<file path="src/rtl/irq_gather.sv">
module irq_gather #(
  parameter int N_SRC  = 16,
  parameter int ADDR_W = 2
) (
  input  logic              clk,
  input  logic              rst,
  input  logic              wb_cyc_i,
  input  logic              wb_stb_i,
  input  logic              wb_we_i,
  input  logic [ADDR_W-1:0] wb_adr_i,
  input  logic [15:0]       wb_dat_i,
  output logic [15:0]       wb_dat_o,
  output logic              wb_ack_o,
  input  logic [N_SRC-1:0]  irq_src_i,
  output logic              host_irq_o
);

  localparam logic [ADDR_W-1:0] OFF_PEND = ADDR_W'(0);
  localparam logic [ADDR_W-1:0] OFF_MASK = ADDR_W'(1);

  logic [N_SRC-1:0] pend_q, mask_q, clr;
  logic [15:0]      rmux;
  logic             access, wr;

  assign access = wb_cyc_i & wb_stb_i & ~wb_ack_o;
  assign wr     = access & wb_we_i;
  assign clr    = (wr && wb_adr_i == OFF_PEND) ? wb_dat_i[N_SRC-1:0] : '0;

  always_comb begin
    rmux = '0;
    if (wb_adr_i == OFF_PEND)      rmux[N_SRC-1:0] = pend_q;
    else if (wb_adr_i == OFF_MASK) rmux[N_SRC-1:0] = mask_q;
  end

  always_ff @(posedge clk) begin
    if (rst) begin
      pend_q   <= '0;
      mask_q   <= '0;
      wb_ack_o <= 1'b0;
      wb_dat_o <= '0;
    end else begin
      pend_q   <= (pend_q & ~clr) | irq_src_i;
      wb_ack_o <= access;
      if (access && !wb_we_i) wb_dat_o <= rmux;
      if (wr && wb_adr_i == OFF_MASK) mask_q <= wb_dat_i[N_SRC-1:0];
    end
  end

  assign host_irq_o = |(pend_q & mask_q);

  a_r2_latch: assert property (@(posedge clk) disable iff (rst)
    1'b1 |=> ((pend_q & $past(irq_src_i)) == $past(irq_src_i)));

  a_r3_no_spurious: assert property (@(posedge clk) disable iff (rst)
    1'b1 |=> ((pend_q & ~$past(pend_q) & ~$past(irq_src_i)) == '0));

  a_r4_clear: assert property (@(posedge clk) disable iff (rst)
    1'b1 |=> ((pend_q & $past(clr & ~irq_src_i)) == '0));

  a_r8_ack_follows: assert property (@(posedge clk) disable iff (rst)
    (wb_cyc_i && wb_stb_i && !wb_ack_o) |=> wb_ack_o);

  a_r8_ack_single: assert property (@(posedge clk) disable iff (rst)
    wb_ack_o |=> !wb_ack_o);

  a_r7_idle_low: assert property (@(posedge clk) disable iff (rst)
    (mask_q == '0) |-> !host_irq_o);

endmodule

</file>
<file path="config.mk">
export PLATFORM = sky130hd
export DESIGN_NAME = irq_gather
export DESIGN_NICKNAME = d
export VERILOG_FILES = /design/src/rtl/irq_gather.sv
export SDC_FILE = /design/constraint.sdc
export NUM_CORES = 1
export LEC_CHECK = 0
export ABC_AREA = 0
export BUFFER_PORTS_ARGS = -buffer_cell sky130_fd_sc_hd__buf_2
export CAP_MARGIN = 40
export CORE_ASPECT_RATIO = 0.75
export CORE_MARGIN = 4
export CORE_UTILIZATION = 45
export CTS_CLUSTER_DIAMETER = 50
export CTS_CLUSTER_SIZE = 8
export DETAILED_ROUTE_END_ITERATION = 6
export HOLD_SLACK_MARGIN = 0.03
export PLACE_DENSITY = 0.7
export SLEW_MARGIN = 0
export SYNTH_ARGS = -nofsm -noshare
export SYNTH_HDL_FRONTEND = slang
export SYNTH_SLANG_ARGS = --single-unit
</file>
<file path="constraint.sdc">
create_clock -name clk -period 2.55 [get_ports clk]
set_input_delay 0.1275 -clock clk [delete_from_list [all_inputs] [get_ports clk]]
set_output_delay 0.1275 -clock clk [all_outputs]
set_load 0.01 [all_outputs]
</file>
==> Yosys cells after proc, flatten, opt, wreduce, memory -nomap -nowiden <==
Cells that the tools add are included.
Widths: inputs -> output; s select.
{ "classes": {"reduce_logical": 6, "n_bitwise": 8, "mux": 3, "eq_ne": 1} }
{ "ops": {"columns": ["op", "count"], "rows": [
  ["$mux 16", 3],
  ["$and 16x16->16", 2],
  ["$not 16->16", 1],
  ["$or 16x16->16", 1],
  ["$reduce_or 16->1", 1],
  ["$and 1x1->1", 3],
  ["$logic_and 1x1->1", 3],
  ["$eq 2x1->1 const B", 1],
  ["$logic_not 2->1", 1],
  ["$logic_not 1->1", 1],
  ["$not 1->1", 1]
]} }
{ "totals": {"in_bits": 39, "register_bits": 49} }

==> Longest topological paths before layout <==
Gate-level depths: netlist of run 1.
{ "logic_depth": {"depth_word": 8, "mapped_depth": 5, "ltp_nobuf": 3} }

==> Worst setup path before layout of run 1 <==
OpenSTA, ideal clock, no wires.
{ "synth_path": {"kind": "register to register", "from": "reg wb_ack_o", "to": "reg wb_dat_o[5]", "setup_slack_ns": 1.167, "synth_period_minus_slack_ns": 1.383, "arrival_time_ns": 1.315, "path_buffers": 2, "setup_ns": 0.068, "path_stages_with_launch": 6, "cell_sequence": "dfxtp_1 > nand3b_4 > or4_4 > buf_6 > buf_12 > o2bb2ai_4"} }
{ "synth_between": {"elab_chain_len": 3} }
{ "synth_rtl": {"columns": ["element", "line", "rtl"], "rows": [
  ["from (decl)", "13", "output logic wb_ack_o,"],
  ["from (signal assigned)", "43", "wb_ack_o <= access;"],
  ["$not 1->1", "25", "assign access = wb_cyc_i & wb_stb_i & ~wb_ack_o;"],
  ["$and 1x1->1", "25", null],
  ["$logic_and 1x1->1", "44", "if (access && !wb_we_i) wb_dat_o <= rmux;"],
  ["to (signal assigned)", "44", null],
  ["to (decl)", "12", "output logic [15:0] wb_dat_o,"]
]} }
No other way between the ends.
A chain may end at the register's enable or synchronous reset.

==> Worst setup path in the final report of run 1 <==
{ "layout_path": {"from": "reg pend_q[9]", "to": "out host_irq_o"} }
{ "layout_between": {"elab_chain_len": 2} }
{ "layout_rtl": {"columns": ["element", "line", "rtl"], "rows": [
  ["from (decl)", "21", "logic [N_SRC-1:0] pend_q, mask_q, clr;"],
  ["from (signal assigned)", "42", "pend_q <= (pend_q & ~clr) | irq_src_i;"],
  ["$and 16x16->16", "49", "assign host_irq_o = |(pend_q & mask_q);"],
  ["$reduce_or 16->1", "49", null],
  ["to (decl)", "15", "output logic host_irq_o"]
]} }
No other way between the ends.

==> results of run 1 <==
## power groups by stage
stage,clock [mW],combinational [mW],sequential [mW]
2_1_floorplan,0,0.0922,0.822
3_3_place_gp,0,0.144,0.826
3_5_place_dp,0,0.147,0.827
4_1_cts,0.515,0.162,0.809
5_1_grt,0.555,0.179,0.812
6_report,0.503,0.162,0.809
## per-stage QoR
step / cell area [sq um] / worst slack, ns / util / total power [mW] / hold slack [ns]
final: 2746 / 0.9166 / 0.5939 / 1.473 / 0.04339
after global routing: 2746 / 0.8428 / 0.5939 / 1.546 / 0.03611
after CTS: 2736 / 0.8865 / 0.5917 / 1.486 / 0.03021
after detailed placement: 2505 / 0.9848 / 0.5417 / 0.9734 / 0.3403
after global placement: 2505 / 1.012 / 0.5417 / 0.9706 / 0.3365
after floorplan: 2227 / 1.167 / - / 0.9143 / 0.2362
## per-layer routing
layer,vias up,global-route usage
met2,47,0.2528
met5,-,0
met3,11,0.04869
met1,753,0.2189
met4,0,0.07249
li1,871,-
## final timing paths
path	end	start	slack, ns
max	host_irq_o	pend_q[9]	0.92
min	pend_q[11]	wb_dat_i[11]	0.04
max reg2reg	pend_q[2]	wb_ack_o	1.14
min reg2reg	wb_dat_o[15]	wb_dat_o[15]	0.47
## critical path, cell delays in order (launching register included)
cell and delay, ns:
sky130_fd_sc_hd__dfxtp_1 0.33, sky130_fd_sc_hd__a22o_1 0.25, sky130_fd_sc_hd__a221oi_1 0.31, sky130_fd_sc_hd__nand4_1 0.15, sky130_fd_sc_hd__buf_2 0.17
## placed cells by master, fill, tap and decap left out, types with 2 or more instances in the layout
master,netlist,final
sky130_fd_sc_hd__clkbuf_8,0,7
sky130_fd_sc_hd__a311oi_1,16,16
sky130_fd_sc_hd__nand2b_1,32,32
sky130_fd_sc_hd__dfxtp_1,49,49
sky130_fd_sc_hd__dlygate4sd3_1,0,14
sky130_fd_sc_hd__inv_1,17,17
sky130_fd_sc_hd__nor2_1,17,17
sky130_fd_sc_hd__a221oi_1,4,4
sky130_fd_sc_hd__a22o_1,4,4
sky130_fd_sc_hd__mux2i_1,32,32
sky130_fd_sc_hd__o2bb2ai_2,9,9
sky130_fd_sc_hd__buf_4,2,2
sky130_fd_sc_hd__buf_2,3,56
sky130_fd_sc_hd__o2bb2ai_1,6,6
## registers in the layout, indices dropped and copies added, names as in the netlist
signal and count:
mask_q 16, pend_q 16, wb_dat_o 16, wb_ack_o 1
## layout make-up
type,count,area (sq um)
Clock buffer,7,96.34
Clock inverter,1,5.005
Fill cell,407,1878
Inverter,17,63.81
Multi-Input combinational cell,127,1094
Sequential cell,49,980.9
Tap cell,57,71.32
Timing Repair Buffer,72,435.4
## cells by family after synthesis
group | Yosys count | share of synthesized area
AO/OA/AOI/OAI | 41 | 0.1955
buffers and inverters | 31 | 0.07134
flip-flops | 49 | 0.4404
multiplexers | 32 | 0.1438
AND/OR/NAND/NOR | 54 | 0.1489
## repair_timing
action,4_1_cts,5_1_grt
setup buffers,0,0
endpoints found under the setup margin,0,0
resized for setup,0,0
hold buffers,13,1
hold endpoints to repair,13,1
==> impl_results.html, run 1 <==
<table>
<tr><th>Metric</th><th>Value</th></tr>
<tr><th colspan="2">Status</th></tr>
<tr><td>Outcome</td><td>finished clean</td></tr>
<tr><th colspan="2">Synthesis</th></tr>
<tr><td>Number of warning messages in the yosys log</td><td>0</td></tr>
<tr><td>Synth cell count leaders</td><td>sky130_fd_sc_hd__dfxtp_1, sky130_fd_sc_hd__mux2i_1, sky130_fd_sc_hd__nand2b_1, sky130_fd_sc_hd__inv_1, sky130_fd_sc_hd__nor2_1</td></tr>
<tr><td>Share of the yosys chip area belonging to registers</td><td>0.4404</td></tr>
<tr><td>Share of async-settable or async-resettable flops after synthesis</td><td>0</td></tr>
<tr><td>Most common cell in the netlist</td><td>sky130_fd_sc_hd__dfxtp_1</td></tr>
<tr><td>Average instance area after synthesis</td><td>10.76 sq um</td></tr>
<tr><td>Synthesized netlist net count</td><td>246</td></tr>
<tr><td>Synth unique cells</td><td>23</td></tr>
<tr><td>Portion of synthesized cell area occupied by the leading cell type</td><td>0.4404</td></tr>
<tr><td>Flip-flop and latch count after synthesis</td><td>49</td></tr>
<tr><td>Cell count after synthesis</td><td>207</td></tr>
<tr><td>Cell taking the most area after synthesis</td><td>sky130_fd_sc_hd__dfxtp_1</td></tr>
<tr><td>Synth Cell Area</td><td>0.002227 sq mm</td></tr>
<tr><td>Ys flop type</td><td>sky130_fd_sc_hd__dfxtp_1</td></tr>
<tr><td>Cell types occupying the most area after synthesis</td><td>sky130_fd_sc_hd__dfxtp_1, sky130_fd_sc_hd__mux2i_1, sky130_fd_sc_hd__nand2b_1, sky130_fd_sc_hd__a311oi_1, sky130_fd_sc_hd__o2bb2ai_2</td></tr>
<tr><td>Post-synth EDFFs</td><td>0</td></tr>
<tr><th colspan="2">STA</th></tr>
<tr><td>Hold violation count in the final report</td><td>0</td></tr>
<tr><td>Fin crit share</td><td>0.6405</td></tr>
<tr><td>Maximum operating frequency</td><td>612.2 MHz</td></tr>
<tr><td>Post-Route Skew</td><td>0.008412 ns</td></tr>
<tr><td>RSZ-0062 raised after global routing</td><td>false</td></tr>
<tr><td>Slew HR</td><td>0.5218</td></tr>
<tr><td>Number of slew-limit violations in the final report</td><td>0</td></tr>
<tr><td>Shortest clock period the worst path allows after layout</td><td>1.633 ns</td></tr>
<tr><td>Slew @ Worst Pin</td><td>0.7173 ns</td></tr>
<tr><td>Number of setup violations in the final report</td><td>0</td></tr>
<tr><td>Post-route setup TNS</td><td>0 ns</td></tr>
<tr><th colspan="2">Worst setup path</th></tr>
<tr><td>Critical path launch point type</td><td>flop</td></tr>
<tr><td>Worst setup EP type</td><td>primary output</td></tr>
<tr><td>Category of the critical setup timing path</td><td>flop to primary output</td></tr>
<tr><td>Worst Reg-to-Reg Cells</td><td>4</td></tr>
<tr><td>Largest fanout on the critical path</td><td>3</td></tr>
<tr><td>Data arrival, critical path</td><td>1.51 ns</td></tr>
<tr><td>Worst Path Required</td><td>2.42 ns</td></tr>
<tr><th colspan="2">GRT</th></tr>
<tr><td>Global-route wire length before repair</td><td>7652 microns</td></tr>
<tr><td>Initial antenna violation count</td><td>0</td></tr>
<tr><td>Leftover overflow at the end of global routing</td><td>0</td></tr>
<tr><td>Total global-route track usage</td><td>0.1661</td></tr>
<tr><td>Number of global-route vias before repair</td><td>1599</td></tr>
<tr><td>Largest net degree at the start of global routing</td><td>52</td></tr>
<tr><th colspan="2">Finish</th></tr>
<tr><td>Post-layout instance count excluding filler cells</td><td>330</td></tr>
<tr><td>Nets</td><td>311</td></tr>
<tr><td>Number of diodes added for antenna fixing</td><td>0</td></tr>
<tr><td>Area grow syn2layout</td><td>23.31%</td></tr>
<tr><td>Share of post-route cells with drive strength above 1</td><td>0.2967</td></tr>
<tr><th colspan="2">Hold path</th></tr>
<tr><td>Hold depth</td><td>2</td></tr>
<tr><td>Worst min-delay path category</td><td>input port to flop</td></tr>
<tr><th colspan="2">Drt</th></tr>
<tr><td>WL/cell</td><td>14.54 microns</td></tr>
<tr><td>Vias per Instance</td><td>5.097</td></tr>
<tr><td>Number of routed nets with antenna violations</td><td>0</td></tr>
<tr><td>Routed Wire Length</td><td>4797 microns</td></tr>
<tr><td>DRC marker count from the first detailed-route iteration</td><td>53</td></tr>
<tr><td>1st-pass router iterations</td><td>4</td></tr>
<tr><td>Highest layer used for signal routing</td><td>met4</td></tr>
<tr><td>Detailed-route via count</td><td>1682</td></tr>
<tr><td>Sum of met2 wire segment lengths after detailed routing</td><td>2039 microns</td></tr>
<tr><td>Total routed wire length on the met1 layer</td><td>2344 microns</td></tr>
<tr><td>Routed wire length on met3</td><td>323 microns</td></tr>
<tr><td>Remaining design rule violation count</td><td>0</td></tr>
<tr><th colspan="2">Clock tree</th></tr>
<tr><td>Max H-tree Level</td><td>2</td></tr>
<tr><td>Deepest clock path buffer count</td><td>2</td></tr>
<tr><td>Inserted Clock Buffers</td><td>5</td></tr>
<tr><td>Clock Latency Late Sink</td><td>0.30 ns</td></tr>
<tr><td>Clock Sink Count</td><td>49</td></tr>
<tr><td>TritonCTS clock tree</td><td>built</td></tr>
<tr><td>Clock Pin Slew Worst Setup and Hold Paths</td><td>0.08 ns</td></tr>
<tr><td>Buffer type at the clock tree root</td><td>sky130_fd_sc_hd__clkbuf_8</td></tr>
<tr><th colspan="2">Place</th></tr>
<tr><td># placed instances</td><td>308</td></tr>
<tr><td>Detailed-placement wirelength estimate</td><td>3231 microns</td></tr>
<tr><td>Number of buffer cells added on primary ports</td><td>56</td></tr>
<tr><td>Gpl congestion</td><td>0.7075</td></tr>
<tr><th colspan="2">Pwr</th></tr>
<tr><td>PwrDens</td><td>536.5 mW/mm^2</td></tr>
<tr><td>Portion of total power attributed to combinational logic</td><td>0.110</td></tr>
<tr><td>Leak</td><td>1.182 nW</td></tr>
<tr><td>Sw frac</td><td>0.2415</td></tr>
<tr><td>Net switching component of the power</td><td>355.8 uW</td></tr>
<tr><td>Relative contribution of the clock network to total power</td><td>0.341</td></tr>
<tr><td>Power share of the sequential group</td><td>0.549</td></tr>
<tr><td>Internal Pwr Total</td><td>1.118 mW</td></tr>
<tr><td>Worst IR drop on VDD</td><td>0.3357 mV</td></tr>
<tr><th colspan="2">Floorplan</th></tr>
<tr><td>Starting density of the core</td><td>0.4816</td></tr>
<tr><td>Chip Width</td><td>89.24 microns</td></tr>
<tr><td>I/O Pins</td><td>57</td></tr>
<tr><td>Overall die area</td><td>0.006151 sq mm</td></tr>
<tr><td>Placeable core area</td><td>0.004624 sq mm</td></tr>
<tr><td>Die Span Y</td><td>68.93 microns</td></tr>
<tr><td>Number of placement rows</td><td>21</td></tr>
<tr><th colspan="2">Flow run</th></tr>
<tr><td>Number of violations of the max-capacitance limit</td><td>0</td></tr>
</table>
No activity file was read; power rests on OpenSTA's default activity.
==> inputs of run 2 (changes only) <==
Clock period 2.55 ns to 1.7 ns, I/O delays scaled along.
==> run 2 against run 1 <==
Net effect:
- cell count is 2.4% higher
- sequential power is 51% higher
- clock-buffer cell count stayed put
- hold slack worse by 0.0037 ns
- largest cell class unchanged
- clock skew is 0.0042 ns lower
- highest routed layer unchanged
- worst setup slack worse by 0.77 ns
==> impl_results.html, run 2 (synthesized netlist as in run 1, its figures left out) <==
<table>
<tr><th>Metric</th><th>Value</th></tr>
<tr><th colspan="2">Status</th></tr>
<tr><td>Outcome</td><td>finished clean</td></tr>
<tr><th colspan="2">STA</th></tr>
<tr><td>Number of slew-limit violations in the final report</td><td>0 (unchanged)</td></tr>
<tr><td>Number of setup violations in the final report</td><td>0 (unchanged)</td></tr>
<tr><td>Slew HR</td><td>0.6522 (+0.1304)</td></tr>
<tr><td>Shortest clock period the worst path allows after layout</td><td>1.558 ns</td></tr>
<tr><td>Post-Route Skew</td><td>0.004185 ns (-0.004227 ns)</td></tr>
<tr><td>Post-route setup TNS</td><td>0 ns (unchanged)</td></tr>
<tr><td>Fin crit share</td><td>0.9165</td></tr>
<tr><td>Worst hold slack after final layout</td><td>0.03966 ns (-0.003730 ns)</td></tr>
<tr><td>Hold violation count in the final report</td><td>0 (unchanged)</td></tr>
<tr><td>RSZ-0062 raised after global routing</td><td>false</td></tr>
<tr><td>Slew @ Worst Pin</td><td>0.5217 ns (-0.1956 ns)</td></tr>
<tr><td>Maximum operating frequency</td><td>641.8 MHz</td></tr>
<tr><th colspan="2">Finish</th></tr>
<tr><td>Final Core Density</td><td>0.6142 (+0.02029)</td></tr>
<tr><td>Most common cell after layout, fill and taps aside</td><td>sky130_fd_sc_hd__buf_2</td></tr>
<tr><td>Nets</td><td>319 (+2.6%)</td></tr>
<tr><td>Area grow syn2layout</td><td>27.53%</td></tr>
<tr><td>Top library cells by usage in the layout, fill and taps aside</td><td>sky130_fd_sc_hd__buf_2, sky130_fd_sc_hd__dfxtp_1, sky130_fd_sc_hd__nand2b_1, sky130_fd_sc_hd__mux2i_1, sky130_fd_sc_hd__dlygate4sd3_1</td></tr>
<tr><td>Post-layout instance count excluding filler cells</td><td>338 (+2.4%)</td></tr>
<tr><td>Share of post-route cells with drive strength above 1</td><td>0.2989 (+0.002229)</td></tr>
<tr><td>Area of the multi-input gates</td><td>0.001100 sq mm (+0.57%)</td></tr>
<tr><td>Biggest registers after layout</td><td>mask_q x16, pend_q x16, wb_dat_o x16</td></tr>
<tr><td>Number of diodes added for antenna fixing</td><td>0 (unchanged)</td></tr>
<tr><td>Footprint of the flip-flops and latches</td><td>980.9 sq um (unchanged)</td></tr>
<tr><td>Fill cells</td><td>386 (-5.2%)</td></tr>
<tr><td>Cell area after layout</td><td>0.002840 sq mm (+3.4%)</td></tr>
<tr><th colspan="2">Clock tree</th></tr>
<tr><td>Deepest clock path buffer count</td><td>2 (unchanged)</td></tr>
<tr><td>Buffer type at the clock tree root</td><td>sky130_fd_sc_hd__clkbuf_8</td></tr>
<tr><td>Inserted Clock Buffers</td><td>5 (unchanged)</td></tr>
<tr><td>Clock Latency Late Sink</td><td>0.30 ns (about the same)</td></tr>
<tr><td>Clock Sink Count</td><td>49 (unchanged)</td></tr>
<tr><td>Clock Pin Slew Worst Setup and Hold Paths</td><td>0.08 ns (about the same)</td></tr>
<tr><td>Max H-tree Level</td><td>2 (unchanged)</td></tr>
<tr><td>TritonCTS clock tree</td><td>built</td></tr>
<tr><td>Total setup buffers inserted after CTS</td><td>0 (unchanged)</td></tr>
<tr><th colspan="2">GRT</th></tr>
<tr><td>Largest net degree at the start of global routing</td><td>31 (-40%)</td></tr>
<tr><td>Fraction of met2 tracks used by global routing</td><td>0.2564 (+0.003676)</td></tr>
<tr><td>Total global-route track usage</td><td>0.1719 (+0.005755)</td></tr>
<tr><td>Met3 GRT Util</td><td>0.04394 (-0.004751)</td></tr>
<tr><td>Number of global-route vias before repair</td><td>1645 (+2.9%)</td></tr>
<tr><td>Busiest layer in global routing</td><td>met2</td></tr>
<tr><td>Global-route wire length before repair</td><td>7983 microns (+4.3%)</td></tr>
<tr><td>Leftover overflow at the end of global routing</td><td>0 (unchanged)</td></tr>
<tr><td>Initial antenna violation count</td><td>0 (unchanged)</td></tr>
<tr><td>Global-route track usage on met1</td><td>0.2360 (+0.01711)</td></tr>
<tr><th colspan="2">Place</th></tr>
<tr><td>Detailed-placement wirelength estimate</td><td>3373 microns (+4.4%)</td></tr>
<tr><td># placed instances</td><td>311 (+0.97%)</td></tr>
<tr><td>Number of buffer cells added on primary ports</td><td>56 (unchanged)</td></tr>
<tr><td>Area after DPL</td><td>0.002527 sq mm (+0.90%)</td></tr>
<tr><td>Gpl congestion</td><td>0.7028 (-0.66%)</td></tr>
<tr><th colspan="2">Worst setup path</th></tr>
<tr><td>List of cells traversed by the critical path</td><td>a22o_1, a221oi_1, nand4_1, buf_2</td></tr>
<tr><td>Largest fanout on the critical path</td><td>3 (unchanged)</td></tr>
<tr><td>Category of the critical setup timing path</td><td>flop to primary output</td></tr>
<tr><td>Delay of the slowest cell on the worst path</td><td>0.33 ns (about the same)</td></tr>
<tr><td>Data arrival, critical path</td><td>1.47 ns (-0.04 ns)</td></tr>
<tr><td>Origin of the critical flop-to-flop path</td><td>wb_ack_o</td></tr>
<tr><td>Reg-to-reg critical path endpoint</td><td>wb_dat_o[1]</td></tr>
<tr><td>CP max stage cell</td><td>sky130_fd_sc_hd__dfxtp_1</td></tr>
<tr><td>Slack of the worst reg-to-reg path</td><td>0.33 ns (-0.81 ns)</td></tr>
<tr><td>Critical path launch point type</td><td>flop</td></tr>
<tr><td>Worst Reg-to-Reg Cells</td><td>3 (-1)</td></tr>
<tr><td>Worst Path Required</td><td>1.62 ns (-0.80 ns)</td></tr>
<tr><td>Worst setup EP type</td><td>primary output</td></tr>
<tr><th colspan="2">Hold path</th></tr>
<tr><td>Hold depth</td><td>3 (+1)</td></tr>
<tr><td>Worst min-delay path startpoint</td><td>irq_src_i[3]</td></tr>
<tr><td>Worst min-delay path category</td><td>input port to flop</td></tr>
<tr><td>WHS Endpoint</td><td>pend_q[3]</td></tr>
<tr><th colspan="2">Floorplan</th></tr>
<tr><td>Die Span Y</td><td>68.93 microns (unchanged)</td></tr>
<tr><td>Starting density of the core</td><td>0.4816 (unchanged)</td></tr>
<tr><td>Placeable core area</td><td>0.004624 sq mm (unchanged)</td></tr>
<tr><td>Chip Width</td><td>89.24 microns (unchanged)</td></tr>
<tr><td>Overall die area</td><td>0.006151 sq mm (unchanged)</td></tr>
<tr><td>Number of placement rows</td><td>21 (unchanged)</td></tr>
<tr><td>I/O Pins</td><td>57 (unchanged)</td></tr>
<tr><th colspan="2">Pwr</th></tr>
<tr><td>PwrDens</td><td>817.5 mW/mm^2 (+52%)</td></tr>
<tr><td>Worst IR drop on VDD</td><td>0.4305 mV (+28%)</td></tr>
<tr><td>Leak</td><td>1.225 nW (+3.6%)</td></tr>
<tr><th colspan="2">Drt</th></tr>
<tr><td>Routed Wire Length</td><td>5009 microns (+4.4%)</td></tr>
<tr><td>Number of routed nets with antenna violations</td><td>0 (unchanged)</td></tr>
<tr><td>Detailed-route via count</td><td>1734 (+3.1%)</td></tr>
<tr><td>Vias per Instance</td><td>5.130 (+0.65%)</td></tr>
<tr><td>Remaining design rule violation count</td><td>0 (unchanged)</td></tr>
<tr><td>1st-pass router iterations</td><td>4 (unchanged)</td></tr>
<tr><td>DRC marker count from the first detailed-route iteration</td><td>45 (-15%)</td></tr>
<tr><td>WL/cell</td><td>14.82 microns (+1.9%)</td></tr>
<tr><th colspan="2">Flow run</th></tr>
<tr><td>Number of violations of the max-capacitance limit</td><td>0 (unchanged)</td></tr>
</table>
-- run 2: cell types whose count changed in the layout (fill, tap and decap cells not counted), sizes merged --
| cell | delta |
|---|---|
| buf | +3 |
| bufinv | +1 |
| clkinv | -1 |
| dlygate4sd3 | +5 |
-- run 2: critical path: cells and delay by family, from the launching register on --
kind | cells | cell delay [ns]
AO/OA/AOI/OAI | 2 | 0.50
buffers and inverters | 1 | 0.17
flip-flops | 1 | 0.33
AND/OR/NAND/NOR | 1 | 0.16
-- run 2: worst max path at each step --
stage                     slack [ns]           to        from
final                           0.14   host_irq_o   pend_q[9]
after detailed placement        0.34  wb_dat_o[1]    wb_ack_o
after global placement          0.38  wb_dat_o[2]    wb_ack_o
after global routing            0.03   host_irq_o   pend_q[9]
after floorplan                 0.32  wb_dat_o[5]    wb_ack_o
after CTS                       0.06   host_irq_o  pend_q[13]
-- run 2: area by class of cell --
cell class / count / area share
clock inverter: 1 / 0.01057
tap: 57 / 0.02511
timing repair buffer: 80 / 0.1789
clock buffer: 7 / 0.03040
multi-input combinational: 127 / 0.3872
inverter: 17 / 0.02247
sequential: 49 / 0.3454
-- run 2: metrics by stage --
stage	total power, mW	worst slack [ns]
after floorplan	1.371	0.3165
after global placement	1.458	0.3811
after detailed placement	1.463	0.3425
after CTS	2.351	0.06055
after global routing	2.428	0.03028
final	2.322	0.1420
-- run 2: where the power goes --
group	switching [mW]	total, mW	internal [mW]
combinational	0.121	0.255	0.135
sequential	0.0324	1.22	1.18
clock	0.371	0.850	0.480
-- run 2: layer usage --
metal / wire length, microns / part of all wire / up-vias
li1: - / - / 884
met1: 2439 / 0.49 / 800
met2: 2170 / 0.43 / 41
met3: 303 / 0.060 / 9
met4: 95 / 0.019 / 0
met5: 0 / 0 / -
-- run 2: repair_timing --
item	in CTS	in global routing
hold endpoints to repair	16	0
hold buffers	19	0
gates resized for setup	0	1
endpoints found under the setup margin	0	1
==> inputs of run 3 (changes only) <==
Settings changed: RECOVER_POWER set to 50.
==> run 3 against run 2 <==
Net effect:
- sequential share of layout area rose by 0.64 points
- design area decreased by 1.8%
- routed wire length is 0.68% higher
- critical path depth stayed put
- critical path type is now flop to flop
- critical endpoint is now pend_q[1]
==> impl_results.html, run 3 (synthesized netlist as in run 1, its figures left out) <==
<table>
<tr><th>Metric</th><th>Value</th></tr>
<tr><th colspan="2">Status</th></tr>
<tr><td>Outcome</td><td>finished clean</td></tr>
<tr><th colspan="2">Finish</th></tr>
<tr><td>Area of the multi-input gates</td><td>0.001072 sq mm (-2.5%)</td></tr>
<tr><td>Area grow syn2layout</td><td>25.22%</td></tr>
<tr><td>Number of diodes added for antenna fixing</td><td>0 (unchanged)</td></tr>
<tr><td>Cell area after layout</td><td>0.002789 sq mm (-1.8%)</td></tr>
<tr><td>Footprint of the flip-flops and latches</td><td>980.9 sq um (unchanged)</td></tr>
<tr><td>Fill cells</td><td>398 (+3.1%)</td></tr>
<tr><td>Post-layout instance count excluding filler cells</td><td>338 (unchanged)</td></tr>
<tr><td>Top library cells by usage in the layout, fill and taps aside</td><td>sky130_fd_sc_hd__dfxtp_1, sky130_fd_sc_hd__buf_2, sky130_fd_sc_hd__nand2b_1, sky130_fd_sc_hd__mux2i_1, sky130_fd_sc_hd__dlygate4sd3_1</td></tr>
<tr><td>Most common cell after layout, fill and taps aside</td><td>sky130_fd_sc_hd__dfxtp_1</td></tr>
<tr><td>Share of post-route cells with drive strength above 1</td><td>0.2313 (-0.06762)</td></tr>
<tr><td>Nets</td><td>319 (unchanged)</td></tr>
<tr><td>Biggest registers after layout</td><td>mask_q x16, pend_q x16, wb_dat_o x16</td></tr>
<tr><th colspan="2">Worst setup path</th></tr>
<tr><td>Worst setup EP type</td><td>flop</td></tr>
<tr><td>Critical path launch point type</td><td>flop</td></tr>
<tr><td>Data arrival, critical path</td><td>1.78 ns (+0.31 ns)</td></tr>
<tr><td>Slack of the worst reg-to-reg path</td><td>0.1 ns (-0.23 ns)</td></tr>
<tr><td>Crit-path leading delay family</td><td>simple AND/OR/NAND/NOR gates</td></tr>
<tr><td>Delay of the slowest cell on the worst path</td><td>0.42 ns (+0.09 ns)</td></tr>
<tr><td>Buffers and inverters on the worst path</td><td>1 (unchanged)</td></tr>
<tr><td>Category of the critical setup timing path</td><td>flop to flop</td></tr>
<tr><td>Largest fanout on the critical path</td><td>10 (+7)</td></tr>
<tr><td>Reg-to-reg critical path endpoint</td><td>pend_q[1]</td></tr>
<tr><td>List of cells traversed by the critical path</td><td>nand3b_1, nor4_1, clkbuf_2, a311oi_1</td></tr>
<tr><td>Worst Path Required</td><td>1.88 ns (+0.26 ns)</td></tr>
<tr><td>Origin of the critical flop-to-flop path</td><td>wb_ack_o</td></tr>
<tr><td>Worst Reg-to-Reg Cells</td><td>4 (+1)</td></tr>
<tr><td>CP max stage cell</td><td>sky130_fd_sc_hd__nor4_1</td></tr>
<tr><th colspan="2">STA</th></tr>
<tr><td>Number of slew-limit violations in the final report</td><td>0 (unchanged)</td></tr>
<tr><td>Slew HR</td><td>0.6519 (about the same)</td></tr>
<tr><td>Worst path setup slack after routing</td><td>0.09691 ns (-0.04506 ns)</td></tr>
<tr><td>Maximum operating frequency</td><td>623.8 MHz (-2.8%)</td></tr>
<tr><td>Slew @ Worst Pin</td><td>0.5221 ns (+0.0004604 ns)</td></tr>
<tr><td>Post-Route Skew</td><td>0.004247 ns (+0.00006140 ns)</td></tr>
<tr><td>Post-route setup TNS</td><td>0 ns (unchanged)</td></tr>
<tr><td>Hold violation count in the final report</td><td>0 (unchanged)</td></tr>
<tr><td>Number of setup violations in the final report</td><td>0 (unchanged)</td></tr>
<tr><td>Shortest clock period the worst path allows after layout</td><td>1.603 ns (+0.04506 ns)</td></tr>
<tr><td>RSZ-0062 raised after global routing</td><td>false</td></tr>
<tr><td>Fin crit share</td><td>0.9430 (+0.02651)</td></tr>
<tr><th colspan="2">Floorplan</th></tr>
<tr><td>Chip Width</td><td>89.24 microns (unchanged)</td></tr>
<tr><td>Die Span Y</td><td>68.93 microns (unchanged)</td></tr>
<tr><td>I/O Pins</td><td>57 (unchanged)</td></tr>
<tr><td>Overall die area</td><td>0.006151 sq mm (unchanged)</td></tr>
<tr><td>Placeable core area</td><td>0.004624 sq mm (unchanged)</td></tr>
<tr><td>Number of placement rows</td><td>21 (unchanged)</td></tr>
<tr><td>Starting density of the core</td><td>0.4816 (unchanged)</td></tr>
<tr><th colspan="2">Hold path</th></tr>
<tr><td>Worst min-delay path startpoint</td><td>irq_src_i[3]</td></tr>
<tr><td>Worst min-delay path category</td><td>input port to flop</td></tr>
<tr><td>Hold depth</td><td>3 (unchanged)</td></tr>
<tr><td>WHS Endpoint</td><td>pend_q[3]</td></tr>
<tr><th colspan="2">Clock tree</th></tr>
<tr><td>Inserted Clock Buffers</td><td>5 (unchanged)</td></tr>
<tr><td>Buffer type at the clock tree root</td><td>sky130_fd_sc_hd__clkbuf_8</td></tr>
<tr><td>Total setup buffers inserted after CTS</td><td>0 (unchanged)</td></tr>
<tr><td>Max H-tree Level</td><td>2 (unchanged)</td></tr>
<tr><td>Deepest clock path buffer count</td><td>2 (unchanged)</td></tr>
<tr><td>TritonCTS clock tree</td><td>built</td></tr>
<tr><td>Clock Sink Count</td><td>49 (unchanged)</td></tr>
<tr><td>Clock Latency Late Sink</td><td>0.30 ns (about the same)</td></tr>
<tr><td>Clock Pin Slew Worst Setup and Hold Paths</td><td>0.08 ns (about the same)</td></tr>
<tr><th colspan="2">GRT</th></tr>
<tr><td>Total global-route track usage</td><td>0.1719 (unchanged)</td></tr>
<tr><td>Initial antenna violation count</td><td>0 (unchanged)</td></tr>
<tr><td>Largest net degree at the start of global routing</td><td>31 (unchanged)</td></tr>
<tr><td>Global-route wire length before repair</td><td>7983 microns (unchanged)</td></tr>
<tr><td>Leftover overflow at the end of global routing</td><td>0 (unchanged)</td></tr>
<tr><td>Number of global-route vias before repair</td><td>1645 (unchanged)</td></tr>
<tr><th colspan="2">Pwr</th></tr>
<tr><td>Worst IR drop on VDD</td><td>0.4302 mV (about the same)</td></tr>
<tr><td>Leak</td><td>1.135 nW (-7.4%)</td></tr>
<tr><td>PwrDens</td><td>830.2 mW/mm^2 (+1.5%)</td></tr>
<tr><th colspan="2">Place</th></tr>
<tr><td># placed instances</td><td>311 (unchanged)</td></tr>
<tr><td>Detailed-placement wirelength estimate</td><td>3373 microns (unchanged)</td></tr>
<tr><td>Gpl congestion</td><td>0.7028 (unchanged)</td></tr>
<tr><td>Post-placement worst setup slack</td><td>0.3425 ns (unchanged)</td></tr>
<tr><td>Area after DPL</td><td>0.002527 sq mm (unchanged)</td></tr>
<tr><td>Number of buffer cells added on primary ports</td><td>56 (unchanged)</td></tr>
<tr><th colspan="2">Drt</th></tr>
<tr><td>Number of routed nets with antenna violations</td><td>0 (unchanged)</td></tr>
<tr><td>WL/cell</td><td>14.92 microns (+0.68%)</td></tr>
<tr><td>1st-pass router iterations</td><td>4 (unchanged)</td></tr>
<tr><td>DRC marker count from the first detailed-route iteration</td><td>56 (+24%)</td></tr>
<tr><td>Detailed-route via count</td><td>1746 (+0.69%)</td></tr>
<tr><td>Remaining design rule violation count</td><td>0 (unchanged)</td></tr>
<tr><td>Vias per Instance</td><td>5.166 (+0.69%)</td></tr>
<tr><td>Routed Wire Length</td><td>5043 microns (+0.68%)</td></tr>
<tr><th colspan="2">Flow run</th></tr>
<tr><td>Number of violations of the max-capacitance limit</td><td>0 (unchanged)</td></tr>
</table>
-- run 3: cell count changes in the layout (fill, tap and decap cells not counted), sizes merged --
| cell | change |
|---|---|
| clkbuf | +18 |
| buf | -18 |
-- run 3: through the flow --
stage	util	hold WS, ns	total power [mW]
final	0.6031	0.03966	2.315
after global placement	0.5465	0.2924	1.458
after CTS	0.6128	0.03104	2.351
after global routing	0.6031	0.03472	2.421
after detailed placement	0.5465	0.2990	1.463
after floorplan	-	0.1937	1.371
-- run 3: per-layer routing --
| metal | GRT usage | share of wire | vias to the layer above |
|---|---|---|---|
| li1 | - | - | 884 |
| met1 | 0.2360 | 0.49 | 809 |
| met2 | 0.2564 | 0.43 | 44 |
| met3 | 0.04394 | 0.062 | 9 |
| met4 | 0.07063 | 0.019 | 0 |
| met5 | 0 | 0 | - |
-- run 3: worst max path at each step --
| stage | from | depth (start not counted) | to | slack (ns) |
|---|---|---|---|---|
| final | wb_ack_o | 4 | pend_q[1] | 0.1 |
| after global routing | pend_q[9] | 4 | host_irq_o | 0.03 |
| after CTS | pend_q[13] | 4 | host_irq_o | 0.06 |
| after detailed placement | wb_ack_o | 3 | wb_dat_o[1] | 0.34 |
| after global placement | wb_ack_o | 3 | wb_dat_o[2] | 0.38 |
| after floorplan | wb_ack_o | 5 | wb_dat_o[5] | 0.32 |
-- run 3: where the power goes --
group / total [mW] / leakage, nW / switching (mW) / internal, mW
Combinational: 0.249 / 0.676 / 0.118 / 0.131
Sequential: 1.22 / 0.401 / 0.0325 / 1.18
Clock: 0.850 / 0.0585 / 0.371 / 0.480
-- run 3: cell type report --
class / instances / share of cell area
inverter: 17 / 0.02288
clock inverter: 1 / 0.01077
timing repair buffer: 80 / 0.1736
clock buffer: 7 / 0.03096
multi-input combinational: 127 / 0.3845
sequential: 49 / 0.3517
tap: 57 / 0.02557
-- run 3: tightest hold or removal path, stage by stage --
cell	delay [ns]
sky130_fd_sc_hd__buf_2	0.10
sky130_fd_sc_hd__inv_1	0.04
sky130_fd_sc_hd__a311oi_1	0.07
-- run 3: timing repair --
| action | in CTS | in global routing |
|---|---|---|
| resized for setup | 0 | 1 |
| hold buffers | 19 | 0 |
| endpoints found under the setup margin | 0 | 1 |
| hold endpoints to repair | 16 | 0 |
